[config.mk]
export PLATFORM = sky130hd
export DESIGN_NAME = vid_line_capture
export DESIGN_NICKNAME = d
export VERILOG_FILES = /design/src/rtl/vlc_pkg.sv /design/src/rtl/vlc_sync.sv /design/src/rtl/vlc_oversample.sv /design/src/rtl/vlc_voter.sv /design/src/rtl/vid_line_capture.sv
export SDC_FILE = /design/constraint.sdc
export NUM_CORES = 1
export LEC_CHECK = 0
export ABC_AREA = 1
export CAP_MARGIN = 20
export CORE_UTILIZATION = 45
export CTS_CLUSTER_DIAMETER = 50
export DETAILED_ROUTE_END_ITERATION = 16
export DONT_BUFFER_PORTS = 1
export HOLD_SLACK_MARGIN = 0.05
export PLACE_DENSITY = 0.61
export SLEW_MARGIN = 0
export SYNTH_ARGS = -nofsm -noshare
export SYNTH_HDL_FRONTEND = slang
export SYNTH_SLANG_ARGS = --single-unit
export TNS_END_PERCENT = 30
[constraint.sdc]
create_clock -name clk -period 1.4 [get_ports clk]
set_input_delay 0.21 -clock clk [delete_from_list [all_inputs] [get_ports clk]]
set_output_delay 0.21 -clock clk [all_outputs]
set_load 0.02 [all_outputs]
[src/rtl/vlc_pkg.sv]
package vlc_pkg;
  // samples per pixel on each clock edge
  localparam int unsigned OVS          = 4;
  // pixels packed into one memory byte
  localparam int unsigned PIX_PER_BYTE = 4;
  // sample clocks per byte
  localparam int unsigned GRP_W        = OVS * PIX_PER_BYTE;
  // configurable borderline patterns in the voter
  localparam int unsigned CFG_W        = 5;
endpackage

[src/rtl/vlc_sync.sv]
module vlc_sync (
  input  logic clk,
  input  logic rst_n,
  input  logic async_i,
  output logic level_o
);
  logic meta_q, stab_q;

  always_ff @(posedge clk or negedge rst_n) begin
    if (!rst_n) begin
      meta_q <= 1'b0;
      stab_q <= 1'b0;
    end else begin
      meta_q <= async_i;
      stab_q <= meta_q;
    end
  end

  assign level_o = stab_q;
endmodule

[src/rtl/vlc_oversample.sv]
module vlc_oversample #(
  parameter int unsigned W = 16
) (
  input  logic         clk,
  input  logic         rst_n,
  input  logic         vid_i,
  input  logic         or_mode_i,
  output logic [W-1:0] merged_o
);
  logic [W-1:0] pos_q, neg_q;

  // capture on the rising edge
  always_ff @(posedge clk or negedge rst_n) begin
    if (!rst_n) pos_q <= '0;
    else        pos_q <= {pos_q[W-2:0], vid_i};
  end

  // capture on the falling edge
  always_ff @(negedge clk or negedge rst_n) begin
    if (!rst_n) neg_q <= '0;
    else        neg_q <= {neg_q[W-2:0], vid_i};
  end

  assign merged_o = or_mode_i ? (pos_q | neg_q) : (pos_q & neg_q);
endmodule

[src/rtl/vlc_voter.sv]
module vlc_voter (
  input  logic [3:0] pat_i,
  input  logic [4:0] cfg_i,
  output logic       vote_o
);
  always_comb begin
    case (pat_i)
      4'b1111: vote_o = 1'b1;
      4'b1110: vote_o = cfg_i[4];
      4'b0111: vote_o = cfg_i[3];
      4'b1100: vote_o = cfg_i[2];
      4'b0110: vote_o = cfg_i[1];
      4'b0011: vote_o = cfg_i[0];
      default: vote_o = 1'b0;
    endcase
  end
endmodule

[src/rtl/vid_line_capture.sv]
module vid_line_capture
  import vlc_pkg::*;
#(
  parameter int unsigned PIXELS = 512,
  parameter int unsigned ROWS   = 256,
  localparam int unsigned H_W   = $clog2(PIXELS * OVS),
  localparam int unsigned COL_W = H_W - $clog2(GRP_W),
  localparam int unsigned ROW_W = $clog2(ROWS),
  localparam int unsigned AW    = ROW_W + COL_W
) (
  input  logic             clk,
  input  logic             rst_n,
  input  logic             hsync_i,
  input  logic             vsync_i,
  input  logic             vid_hi_i,
  input  logic             vid_lo_i,
  input  logic             merge_or_i,
  input  logic [CFG_W-1:0] vote_cfg_i,
  input  logic             wr_permit_i,
  output logic [AW-1:0]    mem_addr_o,
  output logic [7:0]       mem_data_o,
  output logic             mem_we_o
);
  // ---------------- sync inputs ----------------
  logic hs_lvl, vs_lvl, hs_prev_q, hs_fall;

  vlc_sync u_hs (.clk(clk), .rst_n(rst_n), .async_i(hsync_i), .level_o(hs_lvl));
  vlc_sync u_vs (.clk(clk), .rst_n(rst_n), .async_i(vsync_i), .level_o(vs_lvl));

  always_ff @(posedge clk or negedge rst_n) begin
    if (!rst_n) hs_prev_q <= 1'b0;
    else        hs_prev_q <= hs_lvl;
  end
  assign hs_fall = hs_prev_q & ~hs_lvl;

  // ---------------- sampling, voting, packing ----------------
  logic [1:0]       vid_w;
  logic [GRP_W-1:0] mrg [2];
  logic [7:0]       byte_w;

  assign vid_w = {vid_hi_i, vid_lo_i};

  for (genvar ch = 0; ch < 2; ch++) begin : g_ch
    vlc_oversample #(.W(GRP_W)) u_os (
      .clk      (clk),
      .rst_n    (rst_n),
      .vid_i    (vid_w[ch]),
      .or_mode_i(merge_or_i),
      .merged_o (mrg[ch])
    );
    for (genvar p = 0; p < PIX_PER_BYTE; p++) begin : g_px
      localparam int unsigned LSB = ((p + 2) % 4) * 2;
      vlc_voter u_vote (
        .pat_i (mrg[ch][GRP_W-1-OVS*p -: OVS]),
        .cfg_i (vote_cfg_i),
        .vote_o(byte_w[LSB+ch])
      );
    end
  end

  // ---------------- line sequencing ----------------
  logic [H_W-1:0]   h_q, h_d;
  logic             done_q, done_d;
  logic [ROW_W:0]   line_q, line_d;
  logic [ROW_W:0]   row_q, row_d;
  logic             vld_q, vld_d;
  logic             we_q, we_d;
  logic [AW-1:0]    addr_q, addr_d;
  logic [7:0]       data_q, data_d;
  logic [3:0]       nib;

  assign nib = h_q[3:0];

  always_comb begin
    h_d    = h_q + 1'b1;
    done_d = done_q;
    line_d = line_q;
    row_d  = row_q;
    vld_d  = vld_q;
    we_d   = we_q;
    addr_d = addr_q;
    data_d = data_q;
    if (&h_q) done_d = 1'b1;
    if (nib == 4'hF) begin
      data_d = byte_w;
      addr_d = {row_q[ROW_W-1:0], h_q[H_W-1:4]};
      vld_d  = ~done_q & ~row_q[ROW_W];
    end
    if (nib == 4'h1) we_d = vld_q & wr_permit_i;
    if (nib == 4'hE) we_d = 1'b0;
    if (vs_lvl) line_d = '0;
    if (hs_fall) begin
      h_d    = '0;
      done_d = 1'b0;
      vld_d  = 1'b0;
      we_d   = 1'b0;
      row_d  = line_q;
      if (!vs_lvl && !line_q[ROW_W]) line_d = line_q + 1'b1;
    end
  end

  always_ff @(posedge clk or negedge rst_n) begin
    if (!rst_n) begin
      h_q    <= '0;
      done_q <= 1'b1;
      line_q <= '0;
      row_q  <= '0;
      vld_q  <= 1'b0;
      we_q   <= 1'b0;
      addr_q <= '0;
      data_q <= '0;
    end else begin
      h_q    <= h_d;
      done_q <= done_d;
      line_q <= line_d;
      row_q  <= row_d;
      vld_q  <= vld_d;
      we_q   <= we_d;
      addr_q <= addr_d;
      data_q <= data_d;
    end
  end

  assign mem_addr_o = addr_q;
  assign mem_data_o = data_q;
  assign mem_we_o   = we_q;
endmodule

==> flow_summary.yaml, run 1 <==
worst_setup_path:
  crit_start: "g_ch[1].u_os.neg_q[11]"
  r2r_cells: 9
  crit-reg2reg-capture: "mem_data_o[7]"
  cp_max_fo: 4
  worstSetupEndpointType: "register"
  rr_startpoint: "g_ch[1].u_os.neg_q[11]"
  timing.setup.critical_path_class: "reg -> reg"
  reg2reg_slack_ns: -0.41
  critPathRequiredTime_ns: 1.71
  arrival_ns: 2.12
  startpoint_type: "register"
  critPathCapture: "mem_data_o[7]"
synth:
  yosys.area.top_type_share: 0.436
  synth_seq_cells: 124
  syn_nets: 636
  syn-mean-instance-area_sq_um: 8.45
  synthesis.instances: 619
  synth_area_leaders: "dfrtp_1, nand2_1, dfrtn_1"
  syn_area_sq_mm: 0.00523
  yosysWarningCount: 0
  synth_edf_count: 0
  yosysSeqAreaShare: 0.594
  ys_types: 29
  synth_top_area_cell: "dfrtp_1"
  synth_ff_type: "dfrtp_1"
  synthArstFlopShare: 1.00
power:
  powerDensity_mw_per_mm2: 1460
  seqPwrFrac: 0.458
  switching_power_mw: 2.25
  power_frac_comb: 0.079
  pwr-share-clk: 0.463
  power.leakage_nw: 3.24
  irDropWorstVdd_uv: 969
  p_total_mw: 9.19
  p_int_mw: 6.94
  p_sw_frac: 0.245
final_layout:
  final_common_cell: "nand2_1"
  multi_input_area_sq_mm: 0.00187
  synthToLayoutAreaGrowth_pct: 20.1
  fin_cells: 808
  final_nets: 672
  n_fill_cell: 949
  finalInstanceArea_sq_mm: 0.00628
  post-route-util: 0.567
  antennaDiodeCount: 0
  drive_gt1_frac: 0.139
  register_area_sq_mm: 0.00310
  final_cell_mix: "nand2_1, dfrtp_1, inv_1, nor2_1, dfrtn_1"
detailed_routing:
  wire_per_inst_um: 12.6
  route.detailed.drc: 0
  dr_total_vias: 3894
  vias_per_cell: 4.82
  wirelength_um: 10100
  antenna_left: 0
  first_pass_iters: 4
  drt_first_iter_violations: 228
timing:
  clock_skew_ns: 0.0276
  maxSlewHeadroom: 0.736
  setup_viol: 8
  whs_ns: -0.512
  grt_setup_unrepaired: "true"
  fin_tns_setup_ns: -2.91
  slew_violations: 0
  setup_ws_ns: -0.407
  worst-slew-pin-transition_ns: 0.396
  finalHoldViolCount: 92
clocking:
  htreeDepth: 4
  insertion_delay_ns: 0.41
  numCtsBuffers: 17
  hold_buffers: 5
  cts_root_buf: "clkbuf_16"
  clock_path_buffers: 2
  cts_sinks: 124
  cts_tree: "built"
  path_clk_slew_ns: 0.05
global_route:
  grt_pass1_vias: 3677
  grt_start_max_net_pins: 125
  track_usage: 0.186
  antenna_found_initial: 0
  grt_overflow: 0
  grt_pass1_wl_um: 16700
floorplanning:
  fp.dieH_um: 110
  core-area_sq_mm: 0.0111
  die_area_sq_mm: 0.0121
  initial_core_util: 0.472
  die_x_um: 110
  ios: 37
  num_rows: 38
place:
  place_congestion: 0.765
  pre_cts_ws_ns: -0.428
  port_buffers: 0
  place_inst: 767
  dpl.hpwl_um: 6600
  place_area_sq_mm: 0.00554
outcome:
  status: "finished, violations left"
  violations: "hold timing, setup timing"
run:
  drv_cap: 0
worst_hold_path:
  hold_class: "in -> async"
## Yosys cell counts, drive strengths merged (3+ instances only)
| library cell | instances |
|---|---|
| a21oi | 29 |
| and2 | 4 |
| buf | 9 |
| clkbuf | 3 |
| dfrtn | 32 |
| dfrtp | 91 |
| ha | 4 |
| inv | 74 |
| nand2 | 251 |
| nand3 | 26 |
| nand4 | 4 |
| nor2 | 47 |
| nor3 | 4 |
| o21ai | 32 |
| or2 | 4 |
## area by class of cell
class / count / share of cell area
Multi-Input combinational cell: 408 / 0.298
Tap cell: 140 / 0.0279
Clock inverter: 6 / 0.00877
Sequential cell: 124 / 0.495
Inverter: 75 / 0.0452
Clock buffer: 26 / 0.0845
Timing Repair Buffer: 29 / 0.0413
## worst min path at each step
stage                     startpoint                endpoint  depth (start not counted)
final                          rst_n  g_ch[1].u_os.pos_q[15]                          0
after CTS                      rst_n  g_ch[1].u_os.pos_q[14]                          0
after detailed placement       rst_n  g_ch[1].u_os.pos_q[14]                          0
after global placement         rst_n  g_ch[1].u_os.pos_q[15]                          0
after global routing           rst_n           mem_addr_o[4]                          0
after floorplan                rst_n   g_ch[0].u_os.pos_q[0]                          0
## metal layers
layer,track usage,vias to the layer above,share of wire
met5,0,-,0
met4,0.0819,0,0.012
met3,0.0510,8,0.048
met2,0.303,61,0.49
met1,0.233,1839,0.45
li1,-,1986,-
## repair_timing
action | 4_1_cts | 5_1_grt
endpoints found under the setup margin | 8 | 15
pin swaps | 2 | 4
setup buffers | 2 | 2
hold endpoints to repair | 97 | 92
resized for setup | 11 | 17
## state kept, by name (all words and copies together), names as in the netlist, 8 cells and up
register	cells
h_q	11
line_q	9
mem_data_o	8
mem_addr_o	15
g_ch.u_os.pos_q	32
row_q	9
g_ch.u_os.neg_q	32
## kinds of logic after synthesis
logic type,after synthesis,share of synthesized area
AOI/OAI and AO/OA,63,0.0617
adders and majority gates,4,0.00957
buffers and inverters,87,0.0668
DFF,124,0.594
and+or+nand+nor,341,0.268
## power groups by stage
stage | registers [mW] | clock network [mW] | logic (mW)
after floorplan | 4.20 | 0 | 0.522
after global placement | 4.25 | 0 | 0.662
after detailed placement | 4.26 | 0 | 0.687
after CTS | 4.21 | 4.35 | 0.717
after global routing | 4.24 | 4.51 | 0.849
final | 4.20 | 4.25 | 0.730
## worst max-delay path, stage by stage (launching register included)
cell,delay (ns)
dfrtn_1,0.42
nand2_1,0.06
nand2_1,0.07
nand2_2,0.07
nor2_1,0.09
nand2_1,0.06
nand2_1,0.08
nand2_1,0.07
nand3_2,0.07
nand2_1,0.05
Note: power is estimated with default switching activity, not from simulation.
==> run 2, diff against run 1 <==
- REMOVE_ABC_BUFFERS: unset -> 1
==> run 2 against run 1 <==
The run still ends with hold timing, setup timing left. Critical endpoint unchanged. Global-route usage up 1.1 points. Sequential power about the same. Clock power about the same. Hold slack better by 0.016 ns. Largest cell class unchanged. Die area unchanged. Core utilization up 0.18 points.
==> flow_summary.yaml, run 2 (synthesis results as in run 1) <==
outcome:
  status: "finished, violations left"
  violations: "hold timing, setup timing"
detailed_routing:
  dr_total_vias: 3923
  vias_per_cell: 4.84
  first_pass_iters: 4
  antenna_left: 0
  wire_per_inst_um: 12.5
  drt_first_iter_violations: 222
  wirelength_um: 10100
  route.detailed.drc: 0
timing:
  finalHoldViolCount: 92
  clock_skew_ns: 0.0229
  slew_violations: 0
  setup_viol: 8
  grt_setup_unrepaired: "true"
  setup_ws_ns: -0.384
  whs_ns: -0.496
  maxSlewHeadroom: 0.744
  worst-slew-pin-transition_ns: 0.384
final_layout:
  antennaDiodeCount: 0
  synthToLayoutAreaGrowth_pct: 20.4
  drive_gt1_frac: 0.139
  finalInstanceArea_sq_mm: 0.00630
  final_nets: 675
  final_common_cell: "nand2_1"
  final_cell_mix: "nand2_1, dfrtp_1, inv_1, nor2_1, dfrtn_1"
power:
  switching_power_mw: 2.23
  powerDensity_mw_per_mm2: 1460
  power.leakage_nw: 3.24
  p_int_mw: 6.98
  p_sw_frac: 0.242
  power_frac_comb: 0.080
  seqPwrFrac: 0.456
  irDropWorstVdd_uv: 943
  pwr-share-clk: 0.464
clocking:
  hold_buffers: 5
  htreeDepth: 4
  numCtsBuffers: 17
  path_clk_slew_ns: 0.05
  cts_root_buf: "clkbuf_16"
  cts_tree: "built"
  clock_path_buffers: 2
  insertion_delay_ns: 0.41
  cts_sinks: 124
worst_setup_path:
  arrival_ns: 2.09
  cpPeakStageDelay_ns: 0.43
  cp_cell_sequence: "nand2_1, nand2_1, nand2_2, nor2_1, nand2_1, nand2_1, nand2_1, nand3_2, nand2_1"
  slowest_stage: "dfrtn_1"
  crit_top_cell: "nand2_1"
  cp_max_fo: 4
  cp_top_family: "simple AND/OR/NAND/NOR gates"
  critPathBufInv: 0
  rr_startpoint: "g_ch[1].u_os.neg_q[11]"
  worstSetupEndpointType: "register"
  critPathRequiredTime_ns: 1.70
  startpoint_type: "register"
  timing.setup.critical_path_class: "reg -> reg"
  crit_start: "g_ch[1].u_os.neg_q[11]"
floorplanning:
  die_area_sq_mm: 0.0121
  fp.dieH_um: 110
  num_rows: 38
  ios: 37
  initial_core_util: 0.472
  die_x_um: 110
  core-area_sq_mm: 0.0111
global_route:
  grt_overflow: 0
  grt_pass1_wl_um: 17900
  antenna_found_initial: 0
  grt_pass1_vias: 3939
  grt_start_max_net_pins: 125
  track_usage: 0.197
place:
  place_congestion: 0.766
  pre_cts_ws_ns: -0.438
  place_area_sq_mm: 0.00556
  dpl.hpwl_um: 6620
  port_buffers: 0
worst_hold_path:
  hold_class: "in -> async"
run:
  drv_cap: 0
-- run 2: cell count changes in the layout (fill, tap and decap cells not counted), moves of 2 or more --
| cell | before | now |
|---|---|---|
| buf_4 | 21 | 24 |
| clkinv_2 | 5 | 2 |
| o21ai_1 | 10 | 7 |
| a21oi_1 | 25 | 27 |
| a21oi_2 | 4 | 2 |
| clkbuf_1 | 3 | 5 |
| clkinvlp_4 | 0 | 2 |
| nand2_2 | 13 | 11 |
| o21ai_0 | 22 | 24 |
| or2_2 | 1 | 3 |
| or2_4 | 3 | 1 |
-- run 2: cell type report --
type	count	area, sq um
clock inverters	6	85.1
clock buffers	26	499
flip-flops and latches	124	3100
fillers	969	4780
multi-input cells	408	1850
well taps	140	175
repair buffers	32	290
inverters	75	289
-- run 2: power by group through the flow --
stage          combinational, mW  sequential [mW]  clock [mW]
2_1_floorplan              0.490             4.20           0
3_3_place_gp               0.664             4.25           0
3_5_place_dp               0.689             4.26           0
4_1_cts                    0.725             4.20        4.36
5_1_grt                    0.857             4.24        4.53
6_report                   0.736             4.20        4.27
-- run 2: per-layer routing --
metal,vias to the layer above,routed length (um),GRT usage
li1,1991,-,-
met1,1854,4520,0.233
met2,56,4990,0.332
met3,22,396,0.0581
met4,0,223,0.0886
met5,-,0,0
-- run 2: stage by stage --
step	hold slack (ns)	utilization	cells	setup TNS [ns]	power [mW]
final	-0.496	0.568	811	-2.90	9.21
after global placement	-0.0821	0.502	772	-2.92	4.92
after floorplan	-0.0856	-	607	-2.66	4.69
after detailed placement	-0.0803	0.502	772	-3.32	4.95
after global routing	-0.528	0.568	811	-4.17	9.63
after CTS	-0.519	0.564	811	-2.92	9.29
-- run 2: repair_timing --
action | 4_1_cts | 5_1_grt
endpoints found under the setup margin | 10 | 21
resized for setup | 19 | 17
setup buffers | 2 | 0
pin swaps | 10 | 5
hold endpoints to repair | 97 | 92
-- run 2: path summary, 6_finish.rpt --
path | endpoint | slack [ns] | cells past startpoint
worst max register to register | mem_data_o[7] | -0.38 | 9
worst min-delay path | mem_data_o[4] | -0.50 | 0
worst min register to register | g_ch[1].u_os.neg_q[13] | 0.33 | 0
max in group asynchronous | g_ch[0].u_os.neg_q[1] | 1.09 | 0
worst max-delay path | mem_data_o[7] | -0.38 | 9
min in group clk | mem_data_o[3] | 0.10 | 4
==> run 3, diff against run 2 <==
- ABC_AREA: 1 -> unset
==> run 3 against run 2 <==
The flow still finishes with violations (hold timing, setup timing). Total power rose by 3.2%. Via count is 4.0% lower. Clock skew is 0.048 ns higher. Critical path type unchanged. Clock power is 3% higher. Non-clock buffer count rose by 50. Global-route usage grew 1.6 points. Critical endpoint is now mem_data_o[6].
==> flow_summary.yaml, run 3 <==
synth:
  synthesis.instances: 451
  yosysSeqAreaShare: 0.621
  netlist_top_cells_count: "dfrtp_1, nand2_1, nor2_1"
  synth.most_common_cell: "dfrtp_1"
  synth_edf_count: 0
  synth_ff_type: "dfrtp_1"
  synthArstFlopShare: 1.00
  synth_seq_cells: 124
  synth_top_area_cell: "dfrtp_1"
  ys_types: 48
  synth_area_leaders: "dfrtp_1, dfrtn_1, nand2_1"
  syn-mean-instance-area_sq_um: 11.1
  yosysWarningCount: 0
  yosys.area.top_type_share: 0.455
  syn_area_sq_mm: 0.00500
worst_setup_path:
  arrival_ns: 2.60
  cp_cell_sequence: "maj3_2, buf_6, a211oi_2, or4_4, a21oi_2"
  r2r_cells: 5
  cp_top_family: "simple AND/OR/NAND/NOR gates"
  startpoint_type: "register"
  slowest_stage: "or4_4"
  cp_max_fo: 2
  worstSetupEndpointType: "register"
  cpPeakStageDelay_ns: 0.54
  critPathBufInv: 1
  cp.depth: 5
  critPathRequiredTime_ns: 1.85
  timing.setup.critical_path_class: "reg -> reg"
global_route:
  grt_start_max_net_pins: 125
  grt_pass1_wl_um: 18500
  track_usage: 0.214
  grt_pass1_vias: 3924
  antenna_found_initial: 0
  grt_overflow: 0
final_layout:
  final_nets: 552
  post-route-util: 0.607
  n_fill_cell: 903
  synthToLayoutAreaGrowth_pct: 31.6
  register_area_sq_mm: 0.00310
  antennaDiodeCount: 0
  drive_gt1_frac: 0.288
  multi_input_area_sq_mm: 0.00200
  final_cell_mix: "dfrtp_1, buf_4, nand2_1, nor2_1, dfrtn_1"
  final_common_cell: "dfrtp_1"
detailed_routing:
  first_pass_iters: 4
  wire_per_inst_um: 16.2
  drt_first_iter_violations: 170
  dr_total_vias: 3766
  route.detailed.drc: 0
  antenna_left: 0
  wirelength_um: 11100
  vias_per_cell: 5.47
clocking:
  path_clk_slew_ns: 0.06
  cts_root_buf: "clkbuf_8"
  htreeDepth: 4
  clock_path_buffers: 2
  numCtsBuffers: 17
  cts_tree: "built"
  cts_sinks: 124
  insertion_delay_ns: 0.52
power:
  p_total_mw: 9.51
  irDropWorstVdd_uv: 781
  power.leakage_nw: 2.94
  powerDensity_mw_per_mm2: 1450
timing:
  clock_skew_ns: 0.0705
  worst-slew-pin-transition_ns: 0.377
  setup_ws_ns: -0.748
  maxSlewHeadroom: 0.748
  whs_ns: -0.620
  slew_violations: 0
  grt_setup_unrepaired: "true"
  finalHoldViolCount: 92
  setup_viol: 14
place:
  dpl.hpwl_um: 6760
  pre_cts_ws_ns: -0.883
  port_buffers: 0
  place_congestion: 0.843
floorplanning:
  die_x_um: 107
  initial_core_util: 0.461
  fp.dieH_um: 107
  core-area_sq_mm: 0.0108
  die_area_sq_mm: 0.0115
  num_rows: 38
  ios: 37
worst_hold_path:
  hold_class: "in -> async"
run:
  drv_cap: 0
outcome:
  violations: "hold timing, setup timing"
  status: "finished, violations left"
-- run 3: cell count changes after synthesis, sizes merged, moves of 8 or more --
cell | before | now
o221ai | 0 | 9
o21a | 0 | 8
mux2 | 0 | 9
nand2 | 251 | 60
nand4 | 4 | 14
nand3 | 26 | 9
maj3 | 0 | 17
inv | 74 | 8
-- run 3: metrics by stage --
step                      hold WS (ns)  cells  setup TNS, ns  area, sq um
after floorplan                -0.0856    434         -13.82         4920
after global placement         -0.0818    637          -5.45         5580
after detailed placement       -0.0800    637          -6.17         5580
after CTS                       -0.639    681          -4.53         6410
after global routing            -0.652    688          -5.91         6580
final                           -0.620    688          -4.59         6580
-- run 3: final timing paths --
path,start,slack (ns),end
hold / removal,rst_n,-0.62,g_ch[0].u_os.pos_q[7]
setup / recovery,g_ch[0].u_os.neg_q[11],-0.75,mem_data_o[6]
setup reg to reg,g_ch[0].u_os.neg_q[11],-0.75,mem_data_o[6]
hold reg to reg,u_vs.meta_q,0.35,u_vs.level_o
max in group asynchronous,rst_n,1.11,g_ch[1].u_os.neg_q[9]
min in group clk,vote_cfg_i[1],0.04,mem_data_o[1]
-- run 3: layout make-up --
| cell class | count | share of cell area |
|---|---|---|
| tap | 140 | 0.0266 |
| timing repair buffer | 82 | 0.103 |
| clock inverter | 7 | 0.0167 |
| inverter | 8 | 0.00495 |
| multi-input combinational | 302 | 0.304 |
| sequential | 124 | 0.472 |
| clock buffer | 25 | 0.0736 |
-- run 3: metal layers --
| layer | up-vias | part of all wire | GRT usage |
|---|---|---|---|
| li1 | 1783 | - | - |
| met1 | 1897 | 0.44 | 0.253 |
| met5 | - | 0 | 0 |
| met3 | 22 | 0.041 | 0.0648 |
| met4 | 0 | 0.021 | 0.0959 |
| met2 | 64 | 0.49 | 0.357 |
-- run 3: cells by family after synthesis --
group,after synthesis,synth area share
and+or+nand+nor,151,0.135
DFF,124,0.621
AOI/OAI and AO/OA,107,0.133
buffers and inverters,25,0.0215
adders and majority gates,21,0.0445
xor gates and xnor gates,13,0.0228
muxes,10,0.0223
-- run 3: report_power, final --
group	internal (mW)	switching, mW
clock network	2.89	1.49
registers	3.85	0.366
logic	0.484	0.423
total	7.23	2.28
-- run 3: what timing repair did --
action | 4_1_cts | 5_1_grt
buffers inserted | 2 | 6
hold endpoints to repair | 137 | 125
setup endpoints to repair | 22 | 31
hold buffers | 10 | 1
resized for setup | 39 | 28
pin swaps | 22 | 24
